==> config.mk <==
export PLATFORM = sky130hd
export DESIGN_NAME = bipolar_word_tx
export DESIGN_NICKNAME = d
export VERILOG_FILES = /design/src/rtl/bwt_pkg.sv /design/src/rtl/bwt_hold_reg.sv /design/src/rtl/bwt_half_timer.sv /design/src/rtl/bwt_sequencer.sv /design/src/rtl/bwt_loopback.sv /design/src/rtl/bipolar_word_tx.sv
export SDC_FILE = /design/constraint.sdc
export NUM_CORES = 1
export LEC_CHECK = 0
export ABC_AREA = 1
export BUFFER_PORTS_ARGS = -buffer_cell sky130_fd_sc_hd__buf_2
export CORE_MARGIN = 2
export CORE_UTILIZATION = 50
export CTS_CLUSTER_SIZE = 10
export DETAILED_ROUTE_END_ITERATION = 12
export PLACE_DENSITY_LB_ADDON = 0.3
export RECOVER_POWER = 100
export SLEW_MARGIN = 20
export SYNTH_ARGS = -nofsm -noshare
export SYNTH_HDL_FRONTEND = slang
export SYNTH_SLANG_ARGS = --single-unit
==> constraint.sdc <==
create_clock -name clk -period 2.1 [get_ports clk]
set_input_delay 0.21 -clock clk [delete_from_list [all_inputs] [get_ports clk]]
set_output_delay 0.21 -clock clk [all_outputs]
set_load 0.02 [all_outputs]
==> src/rtl/bwt_pkg.sv <==
package bwt_pkg;

  localparam int BODY_W = 31;

  typedef logic [BODY_W-1:0] body_t;

  typedef enum logic [1:0] {
    S_IDLE = 2'd0,
    S_DATA = 2'd1,
    S_GAP  = 2'd2
  } tx_state_t;

  // First half-word: bus 7..0 -> line 1..8, bus 15..11 -> line 13..9,
  // bus 10 -> line 31, bus 9 -> line 30; bus 8 has no destination.
  function automatic body_t merge_first(body_t cur, logic [15:0] d);
    body_t r = cur;
    for (int j = 0; j < 8; j++) r[j] = d[7-j];
    for (int j = 0; j < 5; j++) r[8+j] = d[11+j];
    r[29] = d[9];
    r[30] = d[10];
    return r;
  endfunction

  // Second half-word: bus k -> line 14+k (register index 13+k).
  function automatic body_t merge_second(body_t cur, logic [15:0] d);
    body_t r = cur;
    for (int j = 0; j < 16; j++) r[13+j] = d[j];
    return r;
  endfunction

  // Bit that completes the word to the requested parity.
  function automatic logic parity_fill(body_t b, logic even);
    logic x;
    x = ^b;
    return even ? x : ~x;
  endfunction

endpackage

==> src/rtl/bwt_hold_reg.sv <==
module bwt_hold_reg
  import bwt_pkg::*;
(
  input  logic        clk,
  input  logic        rst_n,
  input  logic        wr_first,
  input  logic        wr_second,
  input  logic [15:0] wr_data,
  output body_t       body
);

  body_t nxt;

  always_comb begin
    nxt = body;
    if (wr_first)  nxt = merge_first(nxt, wr_data);
    if (wr_second) nxt = merge_second(nxt, wr_data);
  end

  always_ff @(posedge clk) begin
    if (!rst_n) body <= '0;
    else        body <= nxt;
  end

  // Host copy of bit 32 is discarded: parity is generated at load.
  logic host_b32_unused;
  assign host_b32_unused = wr_data[8];

  // first write lands line bit 1 and line bit 31
  p_first_write_r7: assert property (@(posedge clk) disable iff (!rst_n)
    wr_first |=> (body[0] == $past(wr_data[7])) && (body[30] == $past(wr_data[10])));

  // second write lands line bits 14 and 29
  p_second_write_r8: assert property (@(posedge clk) disable iff (!rst_n)
    wr_second |=> (body[13] == $past(wr_data[0])) && (body[28] == $past(wr_data[15])));

endmodule

==> src/rtl/bwt_half_timer.sv <==
module bwt_half_timer #(
  parameter int FAST_DIV = 10,
  parameter int SLOW_DIV = 80
) (
  input  logic clk,
  input  logic rst_n,
  input  logic run,
  input  logic slow,
  output logic half_tick
);

  localparam int HALF_F = FAST_DIV / 2;
  localparam int HALF_S = SLOW_DIV / 2;
  localparam int HALF_MAX = (HALF_S > HALF_F) ? HALF_S : HALF_F;
  localparam int CW = $clog2(HALF_MAX + 1);
  localparam logic [CW-1:0] LAST_F = CW'(HALF_F - 1);
  localparam logic [CW-1:0] LAST_S = CW'(HALF_S - 1);

  logic [CW-1:0] cnt;
  logic [CW-1:0] last;

  assign last      = slow ? LAST_S : LAST_F;
  assign half_tick = run && (cnt == last);

  always_ff @(posedge clk) begin
    if (!rst_n)                cnt <= '0;
    else if (!run || half_tick) cnt <= '0;
    else                       cnt <= cnt + 1'b1;
  end

  // every word starts with a full first half
  p_fresh_count_r3: assert property (@(posedge clk) disable iff (!rst_n)
    $rose(run) |-> (cnt == '0));

  // halves are at least two cycles long
  p_tick_spacing_r3: assert property (@(posedge clk) disable iff (!rst_n)
    half_tick |=> !half_tick);

endmodule

==> src/rtl/bwt_sequencer.sv <==
module bwt_sequencer
  import bwt_pkg::*;
#(
  parameter int WORD_BITS = 32,
  parameter int GAP_BITS  = 4
) (
  input  logic  clk,
  input  logic  rst_n,
  input  logic  start,
  input  logic  par_even,
  input  logic  slow_rate,
  input  body_t body,
  input  logic  half_tick,
  output logic  busy,
  output logic  rate_q,
  output logic  tx_hi,
  output logic  tx_lo
);

  localparam int BCW = $clog2(WORD_BITS + GAP_BITS + 1);
  localparam logic [BCW-1:0] LAST_DATA = BCW'(WORD_BITS - 1);
  localparam logic [BCW-1:0] LAST_GAP  = BCW'(GAP_BITS - 1);

  tx_state_t              state;
  logic                   phase;   // 0 = driven half, 1 = null half
  logic [BCW-1:0]         bitcnt;
  logic [WORD_BITS-1:0]   sh;
  logic                   accept;
  logic                   bit_end;

  assign busy    = (state != S_IDLE);
  assign accept  = (state == S_IDLE) && start;
  assign bit_end = half_tick && phase;

  always_ff @(posedge clk) begin
    if (!rst_n) begin
      state  <= S_IDLE;
      phase  <= 1'b0;
      bitcnt <= '0;
      sh     <= '0;
      rate_q <= 1'b0;
    end else if (accept) begin
      state  <= S_DATA;
      phase  <= 1'b0;
      bitcnt <= '0;
      sh     <= {parity_fill(body, par_even), body};
      rate_q <= slow_rate;
    end else if (half_tick) begin
      phase <= ~phase;
      if (bit_end) begin
        unique case (state)
          S_DATA: begin
            sh <= sh >> 1;
            if (bitcnt == LAST_DATA) begin
              state  <= S_GAP;
              bitcnt <= '0;
            end else begin
              bitcnt <= bitcnt + 1'b1;
            end
          end
          S_GAP: begin
            if (bitcnt == LAST_GAP) begin
              state  <= S_IDLE;
              bitcnt <= '0;
            end else begin
              bitcnt <= bitcnt + 1'b1;
            end
          end
          default: state <= S_IDLE;
        endcase
      end
    end
  end

  assign tx_hi = (state == S_DATA) && !phase &&  sh[0];
  assign tx_lo = (state == S_DATA) && !phase && !sh[0];

  // loaded word carries the requested parity
  p_parity_load_r2: assert property (@(posedge clk) disable iff (!rst_n)
    $rose(busy) |-> ((^sh) == !$past(par_even)));

  // start during a word disturbs neither data nor position
  p_start_ignored_r6: assert property (@(posedge clk) disable iff (!rst_n)
    (busy && start && !half_tick) |=> ($stable(sh) && $stable(bitcnt) && $stable(rate_q)));

  // an accepted start always begins at line bit 1
  p_start_clean_r5: assert property (@(posedge clk) disable iff (!rst_n)
    accept |=> (state == S_DATA) && !phase && (bitcnt == '0));

endmodule

==> src/rtl/bwt_loopback.sv <==
module bwt_loopback #(
  parameter int LANES = 2
) (
  input  logic             selftest_n,
  input  logic [LANES-1:0] tx_lane,
  input  logic [LANES-1:0] line_lane,
  output logic [LANES-1:0] rx_lane
);

  for (genvar i = 0; i < LANES; i++) begin : g_lane
    assign rx_lane[i] = selftest_n ? line_lane[i] : tx_lane[i];
  end

endmodule

==> src/rtl/bipolar_word_tx.sv <==
module bipolar_word_tx #(
  parameter int FAST_DIV  = 10,
  parameter int SLOW_DIV  = 80,
  parameter int GAP_BITS  = 4
) (
  input  logic        clk,
  input  logic        rst_n,
  input  logic        wr_first,
  input  logic        wr_second,
  input  logic [15:0] wr_data,
  input  logic        start,
  input  logic        par_even,
  input  logic        slow_rate,
  input  logic        selftest_n,
  input  logic        line_in_hi,
  input  logic        line_in_lo,
  output logic        tx_hi,
  output logic        tx_lo,
  output logic        busy,
  output logic        rx_hi,
  output logic        rx_lo
);

  import bwt_pkg::*;

  localparam int WORD_BITS = BODY_W + 1;

  body_t body;
  logic  half_tick;
  logic  rate_q;
  logic [1:0] rx_pair;

  bwt_hold_reg u_hold (
    .clk       (clk),
    .rst_n     (rst_n),
    .wr_first  (wr_first),
    .wr_second (wr_second),
    .wr_data   (wr_data),
    .body      (body)
  );

  bwt_half_timer #(.FAST_DIV(FAST_DIV), .SLOW_DIV(SLOW_DIV)) u_timer (
    .clk       (clk),
    .rst_n     (rst_n),
    .run       (busy),
    .slow      (rate_q),
    .half_tick (half_tick)
  );

  bwt_sequencer #(.WORD_BITS(WORD_BITS), .GAP_BITS(GAP_BITS)) u_seq (
    .clk       (clk),
    .rst_n     (rst_n),
    .start     (start),
    .par_even  (par_even),
    .slow_rate (slow_rate),
    .body      (body),
    .half_tick (half_tick),
    .busy      (busy),
    .rate_q    (rate_q),
    .tx_hi     (tx_hi),
    .tx_lo     (tx_lo)
  );

  bwt_loopback #(.LANES(2)) u_loop (
    .selftest_n (selftest_n),
    .tx_lane    ({tx_lo, tx_hi}),
    .line_lane  ({line_in_lo, line_in_hi}),
    .rx_lane    (rx_pair)
  );

  assign rx_hi = rx_pair[0];
  assign rx_lo = rx_pair[1];

  // the two drive levels never overlap
  p_rz_exclusive_r4: assert property (@(posedge clk) disable iff (!rst_n)
    !(tx_hi && tx_lo));

  // the word ends on null
  p_gap_null_r5: assert property (@(posedge clk) disable iff (!rst_n)
    $fell(busy) |-> $past(!tx_hi && !tx_lo));

endmodule

=== After elaboration in Yosys (flattened, before gate mapping) ===
Index checks and enable logic that the tools add are counted.

* Register bits: 79
* Input port bits: 26
* Output and inout port bits: 5
* Word-level logic and storage cells: 65

* Mux-type cells: 19
* $add $sub $neg: 2
* Reduce and logical (&&, ||, !) cells: 23
* Equal/unequal tests: 9
* Bitwise logic cells: 3

{| class="wikitable"
|+ Operators by type and width
! cell !! count
|-
| 32-bit 2-to-1 mux || 4
|-
| 31-bit 2-to-1 mux || 1
|-
| 31-bit XOR reduction || 1
|-
| 29-bit 2-to-1 mux || 1
|-
| 6-bit 2-to-1 mux || 3
|-
| 6-bit by 1-bit adder with 6-bit output, second input constant || 2
|-
| 6-bit case mux with 2 select lines || 1
|-
| 2-bit nonzero test || 5
|-
| 4-bit AND reduction || 2
|-
| 6-bit by 2-bit == test with 1-bit output, second input constant || 1
|-
| 6-bit by 5-bit == test with 1-bit output, second input constant || 1
|-
| 6-bit == test || 1
|-
| 1-bit logical AND || 6
|-
| 1-bit 2-to-1 mux || 6
|-
| 3-bit by 1-bit != test with 1-bit output, second input constant || 2
|-
| 3-bit AND reduction || 2
|-
| 2-bit 2-to-1 mux || 2
|-
| 2-bit by 1-bit != test with 1-bit output, second input constant || 2
|-
| 2-bit case mux with 2 select lines || 1
|-
| 2-bit OR reduction || 2
|-
| 1-bit zero test || 3
|-
| 1-bit inverter || 3
|-
| 2-bit by 1-bit == test with 1-bit output, second input constant || 1
|-
| 2-bit == test, second input constant || 1
|-
| other kinds (2) || 2
|}

=== Depth between registers and ports, before layout ===
* Depth in word-level cells: 7
* Gate-level depth with buffers: 15
* Depth with buffers taken out: 15

=== By module ===
From an unflattened synthesis, not the netlist that was laid out.

* Cells, all modules: 622
* Area total of the unflattened synthesis: 4132.7 µm²

{| class="wikitable"
|+ By module, submodules not included
! module !! sequential area each (µm²) !! instances !! cells each !! area an instance (µm²)
|-
| bwt_sequencer || 840.8 || 1 || 395 || 2591.2
|-
| bwt_hold_reg || 620.6 || 1 || 180 || 1209.9
|-
| bwt_half_timer || 120.1 || 1 || 40 || 305.3
|-
| bwt_loopback || 0.0 || 1 || 7 || 26.3
|}

=== Worst setup path before layout ===
No wires, ideal clock.

* Kind: register to output
* Start: reg u_seq.state[1]
* End: out rx_hi
* Stages on the path, launching flop included: 7
* Data required time: 1890 ps
* Slack: 448 ps
* Path buffers: 0
* Arrival time: 1442 ps
* Path through: dfxtp_1 inv_1 ha_1 inv_1 nor3_1 nand2_1 nand2_1

* Cells in the longest elaborated chain, start to end: 4

{| class="wikitable"
|+ RTL lines
! what !! RTL line !! source
|-
| start: declaration || bwt_sequencer.sv:24 || <nowiki>tx_state_t state;</nowiki>
|-
| start signal: assignment || bwt_sequencer.sv:37 || <nowiki>state <= S_IDLE;</nowiki>
|-
| start signal: assignment || bwt_sequencer.sv:43 || <nowiki>state <= S_DATA;</nowiki>
|-
| start signal: assignment || bwt_sequencer.sv:55 || <nowiki>state <= S_GAP;</nowiki>
|-
| 2-bit by 1-bit == test with 1-bit output || bwt_sequencer.sv:75 || <nowiki>assign tx_hi = (state == S_DATA) && !phase && sh[0];</nowiki>
|-
| 1-bit logical AND (2 in series) || bwt_sequencer.sv:75 ||
|-
| net tx_hi || bipolar_word_tx.sv:17 || <nowiki>output logic tx_hi,</nowiki>
|-
| 1-bit 2-to-1 mux || bwt_loopback.sv:11 || <nowiki>assign rx_lane[i] = selftest_n ? line_lane[i] : tx_lane[i];</nowiki>
|-
| end: declaration || bipolar_word_tx.sv:20 || <nowiki>output logic rx_hi,</nowiki>
|}

The timed path passes the listed nets, and every way through them passes these cells.

=== Worst setup path in the final report ===
* Start: reg u_seq.state[1]
* End: out rx_hi

* Cells in the longest elaborated chain, start to end: 4

{| class="wikitable"
|+ RTL lines
! what !! RTL line
|-
| 2-bit by 1-bit == test with 1-bit output || bwt_sequencer.sv:75
|-
| 1-bit logical AND (2 in series) || bwt_sequencer.sv:75
|-
| 1-bit 2-to-1 mux || bwt_loopback.sv:11
|}

Every way passes these cells.

==> results by group <==
Routing
  • Via-per-instance ratio: 5.13
  • Post-detailed-route DRC marker count: 0
  • Number of search-and-repair iterations in the first detailed-routing pass: 4
  • Remaining antenna violation count: 0
  • Wire length reported by the detailed router: 8.59 mm
  • Initial DRC Count: 274
  • Post-detailed-route wirelength per cell: 11.7 um
  • Routed via count: 3,769

Clock network
  • Root Buffer Master: sky130_fd_sc_hd__clkbuf_8
  • Clock input transition at the sequential cells of the worst setup and hold paths: 0.08 ns
  • Maximum buffer depth of the clock tree: 2
  • Clock latency at the later pin of the worst-skew pair: 0.35 ns
  • H-Tree Level Count: 3
  • Inserted Clock Buffers: 9
  • # clock sinks: 79
  • Post-CTS Repair Setup Buffers: 0
  • Clock tree from TritonCTS: done
  • CTS resizes: 0
  • Number of buffers added to fix hold violations after cts: 0

Worst setup path
  • Kind of end point of the critical path: output port
  • Endpoint of the worst register-to-register path: u_seq.sh[0]$_SDFFE_PN0P_
  • Sort of element at the start of the critical path: flop
  • Top fanout value on the critical path: 4
  • Req. time, crit path: 1.89 ns
  • R2R Path Start: u_timer.cnt[0]$_SDFF_PP0_
  • Reg2reg setup slack: 0.26 ns
  • WS Path Type: reg -> out
  • Critical Path AT: 1.70 ns
  • R2R depth: 10

STA
  • Tcrit/Tclk final: 91.0%
  • Final slew viol count: 0
  • Final critical-path required period: approximately 1.9 ns
  • Unrepaired setup endpoints after global routing: no
  • Slew at the pin with the worst max-slew slack: 1.01 ns
  • Final-report setup violation count: 0
  • Hold Vio Cnt, Final: 0
  • Layout Skew: around 0.013 ns
  • Setup TNS after final layout: 0 ns
  • Fmax: about 520 MHz
  • Headroom to the max-slew limit: 32.6%

Floorplanning
  • Die Outline Area: between 9000 and 10,000 um^2
  • Initial Utilization: 51.0%
  • Placeable core region: between 8000 and 9000 um^2
  • Number of rows created at floorplan: 33
  • Die width: 95.1 um
  • Number of top-level design ports: 31
  • Die Height: 95.1 um

Placed design
  • Count of placed standard cells including taps: slightly above 700
  • I/O Buffers: 30
  • Placer congestion estimate: between 0.7 and 0.8
  • HPWL after detailed placement: around 6.4 mm

Status
  • Run status: completed

GRT
  • Global-route usage over all layers: 20.7%
  • Antenna violations before repair: 0
  • Number of global-route vias before repair: 3,366
  • Most crowded layer after global routing: met2
  • Met2 usage: roughly a third
  • Total congestion overflow: 0
  • Met1 routing resource usage after global routing: 27.6%
  • Met3 capacity usage during global routing: 4.58%
  • Largest net degree at the start of global routing: 62
  • Global-route wire length before repair: between 10 and 15 mm

Synth
  • Cells after synthesis: 601
  • Count of flip-flops with a built-in enable after synthesis: 0
  • Seq cells post-synth: between 70 and 80
  • Multiplexer share of the synthesized area: 0%
  • Mapped Area: 4150 um^2
  • Top_reg_cell synth: sky130_fd_sc_hd__dfxtp_1
  • Syn nets: 632
  • Largest family of logic cells by synthesized area: simple AND/OR/NAND/NOR gates
  • Mean post-synth cell area: slightly below 7 um^2
  • Fraction of the mapped netlist area in simple logic gates: 29.3%
  • Distinct cell type count of the synthesized netlist: 26
  • Synthesized-area fraction occupied by xor and xnor cells: 1.27%
  • Fraction of the yosys area taken by sequential cells: between 30% and 40%
  • Fraction of the mapped netlist area in compound gates: between 20% and 30%
  • Synthesized-area fraction occupied by adder cells: 1.51%
  • Synthesis warning total: 0
  • Share of async-settable or async-resettable flops after synthesis: 0%

Finish
  • Core utilization of the finished layout: 56.1%
  • Finished Layout Cells: 735
  • Filler instances: 769
  • Leading cell type in the layout, fill and taps excluded: sky130_fd_sc_hd__nand2_1
  • Fin nets: 658
  • Layout overhead on the synthesized area: 9.95%
  • Most frequent cells in the layout: sky130_fd_sc_hd__nand2_1 (240), sky130_fd_sc_hd__dfxtp_1 (79), sky130_fd_sc_hd__inv_1 (58), sky130_fd_sc_hd__nor2_1 (51), sky130_fd_sc_hd__a21oi_1 (44)
  • Fraction of layout instances using a drive strength above 1: between 10 and 15%
  • Antenna cell count: 0

Pwr
  • LEAKAGE: 1.96 nW
  • Total Power: 3.39 mW
  • Maximum ir drop on the vdd rail: 426 uV
  • Power per cell area: 744 nW/um^2

Hold path
  • Number of cells on the worst hold path: 3
  • Path category of the worst min-delay check: in -> reg
  • Startpoint of the worst hold path: wr_data[11]
  • Hold worst-path end: u_hold.body[24]$_SDFFE_PN0P_

Flow run
  • Count of maximum capacitance violations: 0
[synthesized netlist by cell type, types with 4 or more instances]
library cell | n | area (um^2)
sky130_fd_sc_hd__nand2_1 | 240 | 901
sky130_fd_sc_hd__dfxtp_1 | 79 | 1580
sky130_fd_sc_hd__inv_1 | 58 | 218
sky130_fd_sc_hd__nor2_1 | 51 | 191
sky130_fd_sc_hd__a21oi_1 | 44 | 220
sky130_fd_sc_hd__o21ai_0 | 37 | 185
sky130_fd_sc_hd__a311oi_2 | 30 | 450
sky130_fd_sc_hd__clkbuf_1 | 18 | 67.6
sky130_fd_sc_hd__nand3_1 | 10 | 50.1
sky130_fd_sc_hd__ha_1 | 5 | 62.6
sky130_fd_sc_hd__nor3_1 | 5 | 25.0
sky130_fd_sc_hd__xor2_1 | 4 | 35.0
[cell type report]
| cell class | count | area [um^2] | share of cell area (%) |
|---|---|---|---|
| repair buffers | 39 | 219 | 4.80 |
| clock buffers | 11 | 141 | 3.10 |
| multi-input cells | 439 | 2220 | 48.7 |
| inverters | 59 | 221 | 4.86 |
| clock inverters | 3 | 45.0 | 0.988 |
| flip-flops and latches | 79 | 1580 | 34.7 |
| well taps | 105 | 131 | 2.88 |
[worst max-delay path by stage]
stage | from | endpoint | slack [ns] | cells past startpoint
4_1_cts | u_timer.cnt[0]$_SDFF_PP0_ | u_seq.sh[0]$_SDFFE_PN0P_ | 0.24 | 10
3_5_place_dp | u_timer.cnt[0]$_SDFF_PP0_ | u_seq.sh[0]$_SDFFE_PN0P_ | 0.26 | 10
3_3_place_gp | u_timer.cnt[0]$_SDFF_PP0_ | u_seq.sh[0]$_SDFFE_PN0P_ | 0.35 | 10
6_report | u_seq.state[1]$_SDFFE_PP0P_ | rx_hi | 0.19 | 7
5_1_grt | u_timer.cnt[0]$_SDFF_PP0_ | u_seq.sh[0]$_SDFFE_PN0P_ | 0.01 | 10
2_1_floorplan | u_seq.state[1]$_SDFFE_PP0P_ | rx_hi | 0.45 | 6
[worst max-delay path, cell delays in order (launching register included)]
cell and delay (ns):
sky130_fd_sc_hd__dfxtp_1 0.32, sky130_fd_sc_hd__inv_1 0.10, sky130_fd_sc_hd__ha_1 0.17, sky130_fd_sc_hd__inv_1 0.11
sky130_fd_sc_hd__nor3_1 0.27, sky130_fd_sc_hd__nand2_1 0.09, sky130_fd_sc_hd__nand2_1 0.07, sky130_fd_sc_hd__clkbuf_1 0.22
[state kept, by name (all words and copies together), names as in the netlist]
register / cells
u_timer.cnt: 6
u_seq.state: 2
u_seq.rate_q: 1
u_hold.body: 31
u_seq.bitcnt: 6
u_seq.sh: 32
u_seq.phase: 1
[power breakdown]
part / internal (mW) / total, mW / leakage (nW) / switching [mW]
registers: 1.60 / 1.67 / 0.652 / 0.0750
clock network: 0.569 / 1.09 / 0.0875 / 0.522
logic: 0.225 / 0.630 / 1.22 / 0.405
total: 2.39 / 3.39 / 1.96 / 1.00
[routing by layer]
metal	vias to the layer above	share of wire (%)
li1	1986	-
met1	1682	48
met2	87	46
met3	14	4.4
met4	0	1.6
met5	-	0
[metrics by stage]
| step | hold slack, ns | setup WS, ns | instance area, um^2 |
|---|---|---|---|
| detailed placement | 0.457 | 0.264 | 4390 |
| global route | 0.118 | 0.0145 | 4560 |
| floorplan | 0.345 | 0.448 | 4150 |
| global placement | 0.442 | 0.353 | 4390 |
| CTS | 0.0897 | 0.241 | 4570 |
| finish | 0.102 | 0.189 | 4560 |
[cells by family (layout without fill, tap and decap cells)]
| logic type | after synthesis | count (layout) |
|---|---|---|
| and+or+nand+nor | 313 | 313 |
| DFF | 79 | 79 |
| buffers and inverters | 83 | 112 |
| adders and majority gates | 5 | 5 |
| xor gates and xnor gates | 6 | 6 |
| AOI/OAI and AO/OA | 115 | 115 |
No activity file was read; power rests on OpenSTA's default activity.
